[src/rtl/adcseq_pkg.sv]
package adcseq_pkg;

    typedef enum logic [3:0] {
        ST_IDLE,
        ST_SETUP,
        ST_AMP1,
        ST_AMP2,
        ST_AMP3,
        ST_SAMPLE,
        ST_CONVERT,
        ST_WRITE,
        ST_BADPAD,
        ST_FETCH
    } seq_state_e;

    // fixed overhead of a conversion, including the writeback cycle
    localparam int unsigned FIXED_CYCLES = 23;
    // hold-off before the next command may be taken
    localparam int unsigned FETCH_CYCLES = 4;

endpackage

[src/rtl/adcseq_phase_timer.sv]
module adcseq_phase_timer #(
    parameter int CNT_W = 8
) (
    input  logic             clk,
    input  logic             rst_n,
    input  logic             load,
    input  logic [CNT_W-1:0] load_val,
    output logic             expired
);

    logic [CNT_W-1:0] cnt_q;

    always_ff @(posedge clk or negedge rst_n) begin
        if (!rst_n) begin
            cnt_q <= '0;
        end else if (load) begin
            cnt_q <= load_val;
        end else if (cnt_q != '0) begin
            cnt_q <= cnt_q - CNT_W'(1);
        end
    end

    assign expired = (cnt_q == '0);


    timer_step_chk: assert property (@(posedge clk) disable iff (!rst_n)
        (!load && cnt_q != '0) |=> (cnt_q < $past(cnt_q)));

endmodule

[src/rtl/adcseq_pad_decoder.sv]
module adcseq_pad_decoder #(
    parameter int MUX_W    = 4,
    parameter int NUM_PADS = 15
) (
    input  logic [MUX_W-1:0]    mux_code,
    output logic [NUM_PADS-1:0] pad_onehot,
    output logic                code_valid
);

    // one-based code: code k selects pad k-1, code 0 selects nothing
    for (genvar p = 0; p < NUM_PADS; p++) begin : g_pad
        assign pad_onehot[p] = (mux_code == MUX_W'(p + 1));
    end

    assign code_valid = |pad_onehot;

endmodule

[src/rtl/adcseq_regfile.sv]
module adcseq_regfile #(
    parameter int NREG   = 4,
    parameter int DATA_W = 16,
    parameter int IDX_W  = $clog2(NREG)
) (
    input  logic              clk,
    input  logic              rst_n,
    input  logic              wr_en,
    input  logic [IDX_W-1:0]  wr_idx,
    input  logic [DATA_W-1:0] wr_data,
    input  logic [IDX_W-1:0]  rd_idx,
    output logic [DATA_W-1:0] rd_data
);

    logic [DATA_W-1:0] regs_q [NREG];

    for (genvar r = 0; r < NREG; r++) begin : g_reg
        always_ff @(posedge clk or negedge rst_n) begin
            if (!rst_n) begin
                regs_q[r] <= '0;
            end else if (wr_en && (wr_idx == IDX_W'(r))) begin
                regs_q[r] <= wr_data;
            end
        end
    end

    assign rd_data = regs_q[rd_idx];

endmodule

[src/rtl/adcseq_fsm.sv]
module adcseq_fsm
    import adcseq_pkg::*;
#(
    parameter int WAIT_W   = 8,
    parameter int SAMP_W   = 8,
    parameter int NUM_PADS = 15,
    parameter int IDX_W    = 2,
    parameter int CNT_W    = 8
) (
    input  logic                clk,
    input  logic                rst_n,
    input  logic                cmd_start,
    input  logic                cmd_sel,
    input  logic [IDX_W-1:0]    cmd_dst,
    input  logic [NUM_PADS-1:0] pad_code,
    input  logic                pad_ok,
    input  logic [WAIT_W-1:0]   cfg_amp1,
    input  logic [WAIT_W-1:0]   cfg_amp2,
    input  logic [WAIT_W-1:0]   cfg_amp3,
    input  logic [SAMP_W-1:0]   cfg_sample,
    input  logic [SAMP_W-1:0]   cfg_bits,
    input  logic                tmr_expired,
    output logic                tmr_load,
    output logic [CNT_W-1:0]    tmr_val,
    output logic                busy,
    output logic                done,
    output logic                err,
    output logic                ready,
    output logic                conv_en,
    output logic                conv_sel,
    output logic [NUM_PADS-1:0] pad_en,
    output logic                wr_en,
    output logic [IDX_W-1:0]    wr_idx
);

    seq_state_e state_q, state_n;

    logic                accept;
    logic                sel_q;
    logic [IDX_W-1:0]    dst_q;
    logic [NUM_PADS-1:0] pad_q;
    logic [WAIT_W-1:0]   amp1_q, amp2_q, amp3_q;
    logic [SAMP_W-1:0]   samp_q, bits_q;
    logic                pad_phase;

    assign accept = (state_q == ST_IDLE) && cmd_start;

    // settle time reload value: a zero setting still lasts one cycle
    function automatic logic [CNT_W-1:0] amp_reload(input logic [WAIT_W-1:0] a);
        return (a == '0) ? '0 : (CNT_W'(a) - CNT_W'(1));
    endfunction

    // cycles-minus-one spent in the state being entered
    function automatic logic [CNT_W-1:0] reload_for(input seq_state_e s);
        unique case (s)
            ST_SETUP:   return CNT_W'(FIXED_CYCLES - 2);
            ST_AMP1:    return amp_reload(amp1_q);
            ST_AMP2:    return amp_reload(amp2_q);
            ST_AMP3:    return amp_reload(amp3_q);
            ST_SAMPLE:  return CNT_W'(samp_q) - CNT_W'(1);
            ST_CONVERT: return CNT_W'(bits_q) - CNT_W'(1);
            ST_FETCH:   return CNT_W'(FETCH_CYCLES - 1);
            default:    return '0;
        endcase
    endfunction

    // state register
    always_ff @(posedge clk or negedge rst_n) begin
        if (!rst_n) begin
            state_q <= ST_IDLE;
        end else begin
            state_q <= state_n;
        end
    end

    // command capture, only at acceptance
    always_ff @(posedge clk or negedge rst_n) begin
        if (!rst_n) begin
            sel_q  <= 1'b0;
            dst_q  <= '0;
            pad_q  <= '0;
            amp1_q <= '0;
            amp2_q <= '0;
            amp3_q <= '0;
            samp_q <= '0;
            bits_q <= '0;
        end else if (accept) begin
            sel_q  <= cmd_sel;
            dst_q  <= cmd_dst;
            pad_q  <= pad_code;
            amp1_q <= cfg_amp1;
            amp2_q <= cfg_amp2;
            amp3_q <= cfg_amp3;
            samp_q <= cfg_sample;
            bits_q <= cfg_bits;
        end
    end

    // next state
    always_comb begin
        state_n = state_q;
        unique case (state_q)
            ST_IDLE: begin
                if (cmd_start) begin
                    state_n = pad_ok ? ST_SETUP : ST_BADPAD;
                end
            end
            ST_SETUP: begin
                if (tmr_expired) state_n = ST_AMP1;
            end
            ST_AMP1: begin
                if (tmr_expired) state_n = ST_AMP2;
            end
            ST_AMP2: begin
                if (tmr_expired) state_n = ST_AMP3;
            end
            ST_AMP3: begin
                if (tmr_expired) begin
                    if (samp_q != '0)      state_n = ST_SAMPLE;
                    else if (bits_q != '0) state_n = ST_CONVERT;
                    else                   state_n = ST_WRITE;
                end
            end
            ST_SAMPLE: begin
                if (tmr_expired) begin
                    state_n = (bits_q != '0) ? ST_CONVERT : ST_WRITE;
                end
            end
            ST_CONVERT: begin
                if (tmr_expired) state_n = ST_WRITE;
            end
            ST_WRITE:  state_n = ST_FETCH;
            ST_BADPAD: state_n = ST_FETCH;
            ST_FETCH: begin
                if (tmr_expired) state_n = ST_IDLE;
            end
            default: state_n = ST_IDLE;
        endcase
    end

    assign tmr_load = (state_n != state_q);
    assign tmr_val  = reload_for(state_n);

    // outputs
    always_comb begin
        busy      = 1'b0;
        done      = 1'b0;
        err       = 1'b0;
        ready     = 1'b0;
        conv_en   = 1'b0;
        wr_en     = 1'b0;
        pad_phase = 1'b0;
        unique case (state_q)
            ST_IDLE:  ready = 1'b1;
            ST_SETUP, ST_AMP1, ST_AMP2, ST_AMP3: begin
                busy      = 1'b1;
                pad_phase = 1'b1;
            end
            ST_SAMPLE, ST_CONVERT: begin
                busy      = 1'b1;
                pad_phase = 1'b1;
                conv_en   = 1'b1;
            end
            ST_WRITE: begin
                busy  = 1'b1;
                done  = 1'b1;
                wr_en = 1'b1;
            end
            ST_BADPAD: begin
                busy = 1'b1;
                done = 1'b1;
                err  = 1'b1;
            end
            ST_FETCH: ;
            default: ;
        endcase
    end

    assign pad_en   = pad_phase ? pad_q : '0;
    assign conv_sel = pad_phase & sel_q;
    assign wr_idx   = dst_q;


    // done lasts a single cycle
    done_pulse_chk: assert property (@(posedge clk) disable iff (!rst_n)
        done |=> !done);


    done_in_busy_chk: assert property (@(posedge clk) disable iff (!rst_n)
        done |-> busy);


    fetch_holdoff_chk: assert property (@(posedge clk) disable iff (!rst_n)
        done |=> (!ready && !busy));


    pad_onehot_chk: assert property (@(posedge clk) disable iff (!rst_n)
        $onehot0(pad_en));


    conv_in_busy_chk: assert property (@(posedge clk) disable iff (!rst_n)
        conv_en |-> (busy && !done));


    ignore_start_chk: assert property (@(posedge clk) disable iff (!rst_n)
        (!ready && cmd_start) |=> ($stable(dst_q) && $stable(sel_q) && $stable(pad_q)));


    cfg_hold_chk: assert property (@(posedge clk) disable iff (!rst_n)
        (state_q != ST_IDLE) |=> ($stable(amp1_q) && $stable(amp2_q) && $stable(amp3_q)
                                 && $stable(samp_q) && $stable(bits_q)));

endmodule

[src/rtl/adc_seq_ctrl.sv]
module adc_seq_ctrl
    import adcseq_pkg::*;
#(
    parameter int MUX_W    = 4,
    parameter int NUM_PADS = (1 << MUX_W) - 1,
    parameter int NREG     = 4,
    parameter int IDX_W    = $clog2(NREG),
    parameter int DATA_W   = 16,
    parameter int RES_W    = 12,
    parameter int WAIT_W   = 8,
    parameter int SAMP_W   = 8
) (
    input  logic                clk,
    input  logic                rst_n,
    input  logic                cmd_start,
    input  logic                cmd_sel,
    input  logic [MUX_W-1:0]    cmd_mux,
    input  logic [IDX_W-1:0]    cmd_dst,
    input  logic [WAIT_W-1:0]   cfg_amp1,
    input  logic [WAIT_W-1:0]   cfg_amp2,
    input  logic [WAIT_W-1:0]   cfg_amp3,
    input  logic [SAMP_W-1:0]   cfg_sample,
    input  logic [SAMP_W-1:0]   cfg_bits,
    input  logic [RES_W-1:0]    conv_result,
    output logic                conv_en,
    output logic                conv_sel,
    output logic [NUM_PADS-1:0] pad_en,
    output logic                busy,
    output logic                done,
    output logic                err,
    output logic                ready,
    input  logic [IDX_W-1:0]    rd_idx,
    output logic [DATA_W-1:0]   rd_data
);

    localparam int WMAX  = (WAIT_W > SAMP_W) ? WAIT_W : SAMP_W;
    localparam int CNT_W = (WMAX > 5) ? WMAX : 5;

    logic [NUM_PADS-1:0] pad_code;
    logic                pad_ok;
    logic                tmr_load;
    logic [CNT_W-1:0]    tmr_val;
    logic                tmr_expired;
    logic                wr_en;
    logic [IDX_W-1:0]    wr_idx;
    logic [DATA_W-1:0]   wr_data;

    adcseq_pad_decoder #(
        .MUX_W    (MUX_W),
        .NUM_PADS (NUM_PADS)
    ) u_dec (
        .mux_code   (cmd_mux),
        .pad_onehot (pad_code),
        .code_valid (pad_ok)
    );

    adcseq_fsm #(
        .WAIT_W   (WAIT_W),
        .SAMP_W   (SAMP_W),
        .NUM_PADS (NUM_PADS),
        .IDX_W    (IDX_W),
        .CNT_W    (CNT_W)
    ) u_fsm (
        .clk         (clk),
        .rst_n       (rst_n),
        .cmd_start   (cmd_start),
        .cmd_sel     (cmd_sel),
        .cmd_dst     (cmd_dst),
        .pad_code    (pad_code),
        .pad_ok      (pad_ok),
        .cfg_amp1    (cfg_amp1),
        .cfg_amp2    (cfg_amp2),
        .cfg_amp3    (cfg_amp3),
        .cfg_sample  (cfg_sample),
        .cfg_bits    (cfg_bits),
        .tmr_expired (tmr_expired),
        .tmr_load    (tmr_load),
        .tmr_val     (tmr_val),
        .busy        (busy),
        .done        (done),
        .err         (err),
        .ready       (ready),
        .conv_en     (conv_en),
        .conv_sel    (conv_sel),
        .pad_en      (pad_en),
        .wr_en       (wr_en),
        .wr_idx      (wr_idx)
    );

    adcseq_phase_timer #(
        .CNT_W (CNT_W)
    ) u_tmr (
        .clk      (clk),
        .rst_n    (rst_n),
        .load     (tmr_load),
        .load_val (tmr_val),
        .expired  (tmr_expired)
    );

    assign wr_data = DATA_W'(conv_result);

    adcseq_regfile #(
        .NREG   (NREG),
        .DATA_W (DATA_W),
        .IDX_W  (IDX_W)
    ) u_rf (
        .clk     (clk),
        .rst_n   (rst_n),
        .wr_en   (wr_en),
        .wr_idx  (wr_idx),
        .wr_data (wr_data),
        .rd_idx  (rd_idx),
        .rd_data (rd_data)
    );


    badpad_quiet_chk: assert property (@(posedge clk) disable iff (!rst_n)
        err |-> (!wr_en && !conv_en && pad_en == '0 && done));


    write_on_done_chk: assert property (@(posedge clk) disable iff (!rst_n)
        wr_en |-> (done && !err));

endmodule

[config.mk]
export PLATFORM = sky130hd
export DESIGN_NAME = adc_seq_ctrl
export DESIGN_NICKNAME = d
export VERILOG_FILES = /design/src/rtl/adcseq_pkg.sv /design/src/rtl/adcseq_phase_timer.sv /design/src/rtl/adcseq_pad_decoder.sv /design/src/rtl/adcseq_regfile.sv /design/src/rtl/adcseq_fsm.sv /design/src/rtl/adc_seq_ctrl.sv
export SDC_FILE = /design/constraint.sdc
export NUM_CORES = 1
export LEC_CHECK = 0
export ABC_AREA = 1
export ABC_CLOCK_PERIOD_IN_PS = 8000
export BUFFER_PORTS_ARGS = -buffer_cell sky130_fd_sc_hd__buf_4
export CAP_MARGIN = 20
export CELL_PAD_IN_SITES_DETAIL_PLACEMENT = 1
export CELL_PAD_IN_SITES_GLOBAL_PLACEMENT = 1
export CORE_ASPECT_RATIO = 1.25
export CORE_MARGIN = 2
export CORE_UTILIZATION = 46
export CTS_BUF_LIST = sky130_fd_sc_hd__clkbuf_8 sky130_fd_sc_hd__clkbuf_16
export CTS_CLUSTER_SIZE = 8
export DETAILED_ROUTE_END_ITERATION = 8
export PLACE_DENSITY = 0.86
export RECOVER_POWER = 50
export REMOVE_ABC_BUFFERS = 1
export SKIP_CTS_REPAIR_TIMING = 1
export SYNTH_ARGS = -nofsm -noshare
export SYNTH_HDL_FRONTEND = slang
export SYNTH_HIERARCHICAL = 1
export SYNTH_SLANG_ARGS = --single-unit
[constraint.sdc]
create_clock -name clk -period 8 [get_ports clk]
set_input_delay 1.2 -clock clk [delete_from_list [all_inputs] [get_ports clk]]
set_output_delay 1.2 -clock clk [all_outputs]
set_load 0.02 [all_outputs]
==> results.tsv <==
stage	metric	value	unit
yosys	Seq cells post-synth	134	
setup_path	Cell Chain, Critical Path	clkbuf_1 -> buf_4	
yosys	mux contribution to synthesized area	0	
timing	Max transition margin	-1.52	
yosys	Synth top area share	0.425	
setup_path	crit path from	rst_n	
power_and_ir_drop	combinational fraction of design power	0.409	
yosys	Post-Syn Area	7880	um^2
yosys	main combinational cell family by area after synthesis	simple AND/OR/NAND/NOR gates	
power_and_ir_drop	LEAKAGE	5.15	nW
timing	Final Max Tran Viols	122	
power_and_ir_drop	power per cell area	316	nW/um^2
setup_path	Crit path required time	8.43	ns
routing	Avg Vias per Cell	5.12	
routing	DRC viols	0	
cts	Worst-path clk slew	0.06	ns
grt	grt total ovfl	0	
cells_and_area	Final #Nets	1276	
grt	first-pass GRT wire length	36500	um
setup_path	reg2reg start	u_fsm/state_q[3]	
setup_path	Critical Path AT	4.89	ns
yosys	Mapped Cells	1111	
routing	TritonRoute pass-1 iters	4	
cells_and_area	# diodes	0	
setup_path	Critical Path Source Type	input pin	
grt	number of global-route vias before repair	7602	
place	I/O Buffers	100	
cells_and_area	most frequent cells in the layout	nand2_1 (401), inv_1 (166), dfrtp_1 (134)	
place	Post-DP HPWL	15100	um
setup_path	CP Buf/Inv Count	2	
power_and_ir_drop	maximum vdd ir drop	183	uV
setup_path	worst reg-to-reg setup slack	3.62	ns
grt	largest net degree at the start of global routing	70	
yosys	Yosys cell types	41	
timing	Final Hold Viols	0	
power_and_ir_drop	Int Power	1.67	mW
timing	worst setup margin	3.54	ns
setup_path	Worst Reg2Reg Path Length in Cells	7	
cts	worst skew pair latency	0.42	ns
routing	DRT iter0 DRCs	406	
floorplan	Top-Level Pins	101	
power_and_ir_drop	clock network power share	0.255	
timing	Worst Skew	0.00391	ns
setup_path	CP peak stage delay	2.61	ns
run	max-cap violation count	2	
timing	unrepaired setup endpoints after global routing	false	
cells_and_area	layout cells sized above 1	0.143	
cts	htree depth	4	
yosys	compound-gate portion of the synthesized area	0.0705	
floorplan	Die ar.	18200	um^2
outcome	violated checks	max-capacitance violations, max-slew violations	
yosys	Synth area leaders	dfrtp_1 (43%), nand2_1 (19%), inv_1 (7.8%), nand3_1 (4.9%), nor2_1 (3.6%)	
cts	clock sinks	134	
routing	Routed wire per std cell	15.5	um
setup_path	Critical Path Stages	2	
power_and_ir_drop	NetSw	1.25	mW
floorplan	Die Width	121	um
place	RePlAce Congestion	0.844	
cts	Num CTS Buffers	17	
setup_path	delay-heaviest family, CP	buffers and inverters	
timing	Setup-failing EPs final	0	
cells_and_area	most common cell after layout, fill and taps aside	nand2_1	
yosys	area share of and/or/nand/nor cells after synthesis	0.358	
cells_and_area	FILL cells	2265	
hold_path	hold depth	2	
routing	Final ANT Viol Nets	0	
cells_and_area	Seq. cell area	3350	um^2
power_and_ir_drop	overall power	2.92	mW
routing	DR vias	7361	
yosys	Post-Synth XOR/XNOR Area	0.0200	
grt	Overall Global Routing Usage	0.253	
yosys	register area share after synthesis	0.425	
cts	Max Root-Sink Buffers	2	
power_and_ir_drop	Reg power frac	0.336	
hold_path	Hold Path Class	flip-flop to flip-flop	
floorplan	num rows	53	
timing	Setup TNS Final	0	ns
power_and_ir_drop	Switching Share	0.428	
yosys	Post-Synth Adder-Cell Area	0.0127	
grt	initial antenna violation count	0	
cts	clock root cell	clkbuf_16	
outcome	status	finished, violations left	
floorplan	die height	150	um
setup_path	Critical Path Slowest Stage Cell	clkbuf_1	
setup_path	Setup CP Type	input pin to asynchronous set/reset pin	
place	pre-CTS setup slack	4.02	ns
hold_path	hold_sp	u_rf/regs_q[57]	
timing	final worst path period need	4.46	ns
timing	final period utilization	0.557	
timing	Peak Freq	224	MHz
cells_and_area	layout overhead on the synthesized area	17.3	%
setup_path	reg2reg end	u_rf/regs_q[25]	
cells_and_area	area occupied by multi-input gates	3640	um^2
timing	Worst Max-Slew Pin Slew	3.78	ns
setup_path	Critical Path End Type	asynchronous set/reset pin	
yosys	synth warn	6	
yosys	cell taking the most area after synthesis	dfrtp_1	
hold_path	Hold EP	u_rf/regs_q[57]	
cts	CTS tree	built	
routing	wirelength, routed	22300	um
floorplan	effective utilization at floorplan	0.470	
setup_path	worst-path fanout max	68	
floorplan	core area	16800	um^2
yosys	syn avg cell area	7.09	um^2
how the worst max path moves through the flow:
stage                                  to
after floorplan            u_tmr/cnt_q[4]
after global placement        rd_data[13]
after detailed placement      rd_data[14]
after CTS                     rd_data[14]
after global routing      u_rf/regs_q[17]
final                     u_rf/regs_q[35]
per-stage QoR:
stage / instance area, um^2 / cells / hold slack, ns / utilization
after floorplan: 7690 / 1080 / 0.442 / -
after global placement: 8760 / 1404 / 0.454 / 0.522
after detailed placement: 8760 / 1405 / 0.458 / 0.522
after CTS: 9330 / 1437 / 0.473 / 0.556
after global routing: 9240 / 1437 / 0.489 / 0.551
final: 9240 / 1437 / 0.472 / 0.551
synthesized netlist by cell type (all sizes together):
cell     count
buf         32
nor3         7
clkinv       2
ha           8
nand3b       1
a21oi        8
clkbuf      14
a221oi       1
a21boi       1
o2111ai      2
nand3       82
o21ai       80
o21a         1
nor2        92
conb         1
o21bai       1
xor2        14
nor4         1
o211ai       1
nand4       39
inv        167
o22ai        4
nand2      413
dfrtp      134
or2          1
xnor2        4
power groups by stage:
stage	clock, mW	combinational, mW	sequential [mW]
2_1_floorplan	0	0.860	0.948
3_3_place_gp	0	1.16	0.985
3_5_place_dp	0	1.21	0.994
4_1_cts	0.760	1.23	0.985
5_1_grt	0.789	1.34	1.00
6_report	0.746	1.20	0.981
cell families after synthesis:
logic type | count (synthesis)
xor+xnor | 18
other cells | 1
compound gates | 99
buf+inv | 215
fa+ha+maj | 8
flops | 134
simple gates | 636
sequential cells by signal, indices dropped and copies added (netlist names):
signal,count
u_fsm/samp_q,8
u_fsm/amp1_q,8
u_fsm/wr_idx,2
u_tmr/cnt_q,8
u_fsm/sel_q,1
u_fsm/state_q,4
u_fsm/bits_q,8
u_rf/regs_q,64
u_fsm/amp3_q,8
u_fsm/pad_q,15
u_fsm/amp2_q,8
layer usage:
metal,part of all wire,up-vias,global-route usage,routed length [um]
li1,-,3609,-,-
met1,0.40,3574,0.285,8940
met2,0.54,140,0.478,12100
met3,0.029,38,0.0333,645
met4,0.026,0,0.105,573
met5,0,-,0,0
cell type report:
cell class | count | share of cell area
clock buffer | 21 | 0.0520
clock inverter | 11 | 0.00893
inverter | 169 | 0.0688
multi-input combinational | 777 | 0.394
sequential | 134 | 0.363
tap | 220 | 0.0298
timing repair buffer | 105 | 0.0838
(Power assumes the default switching activity.)
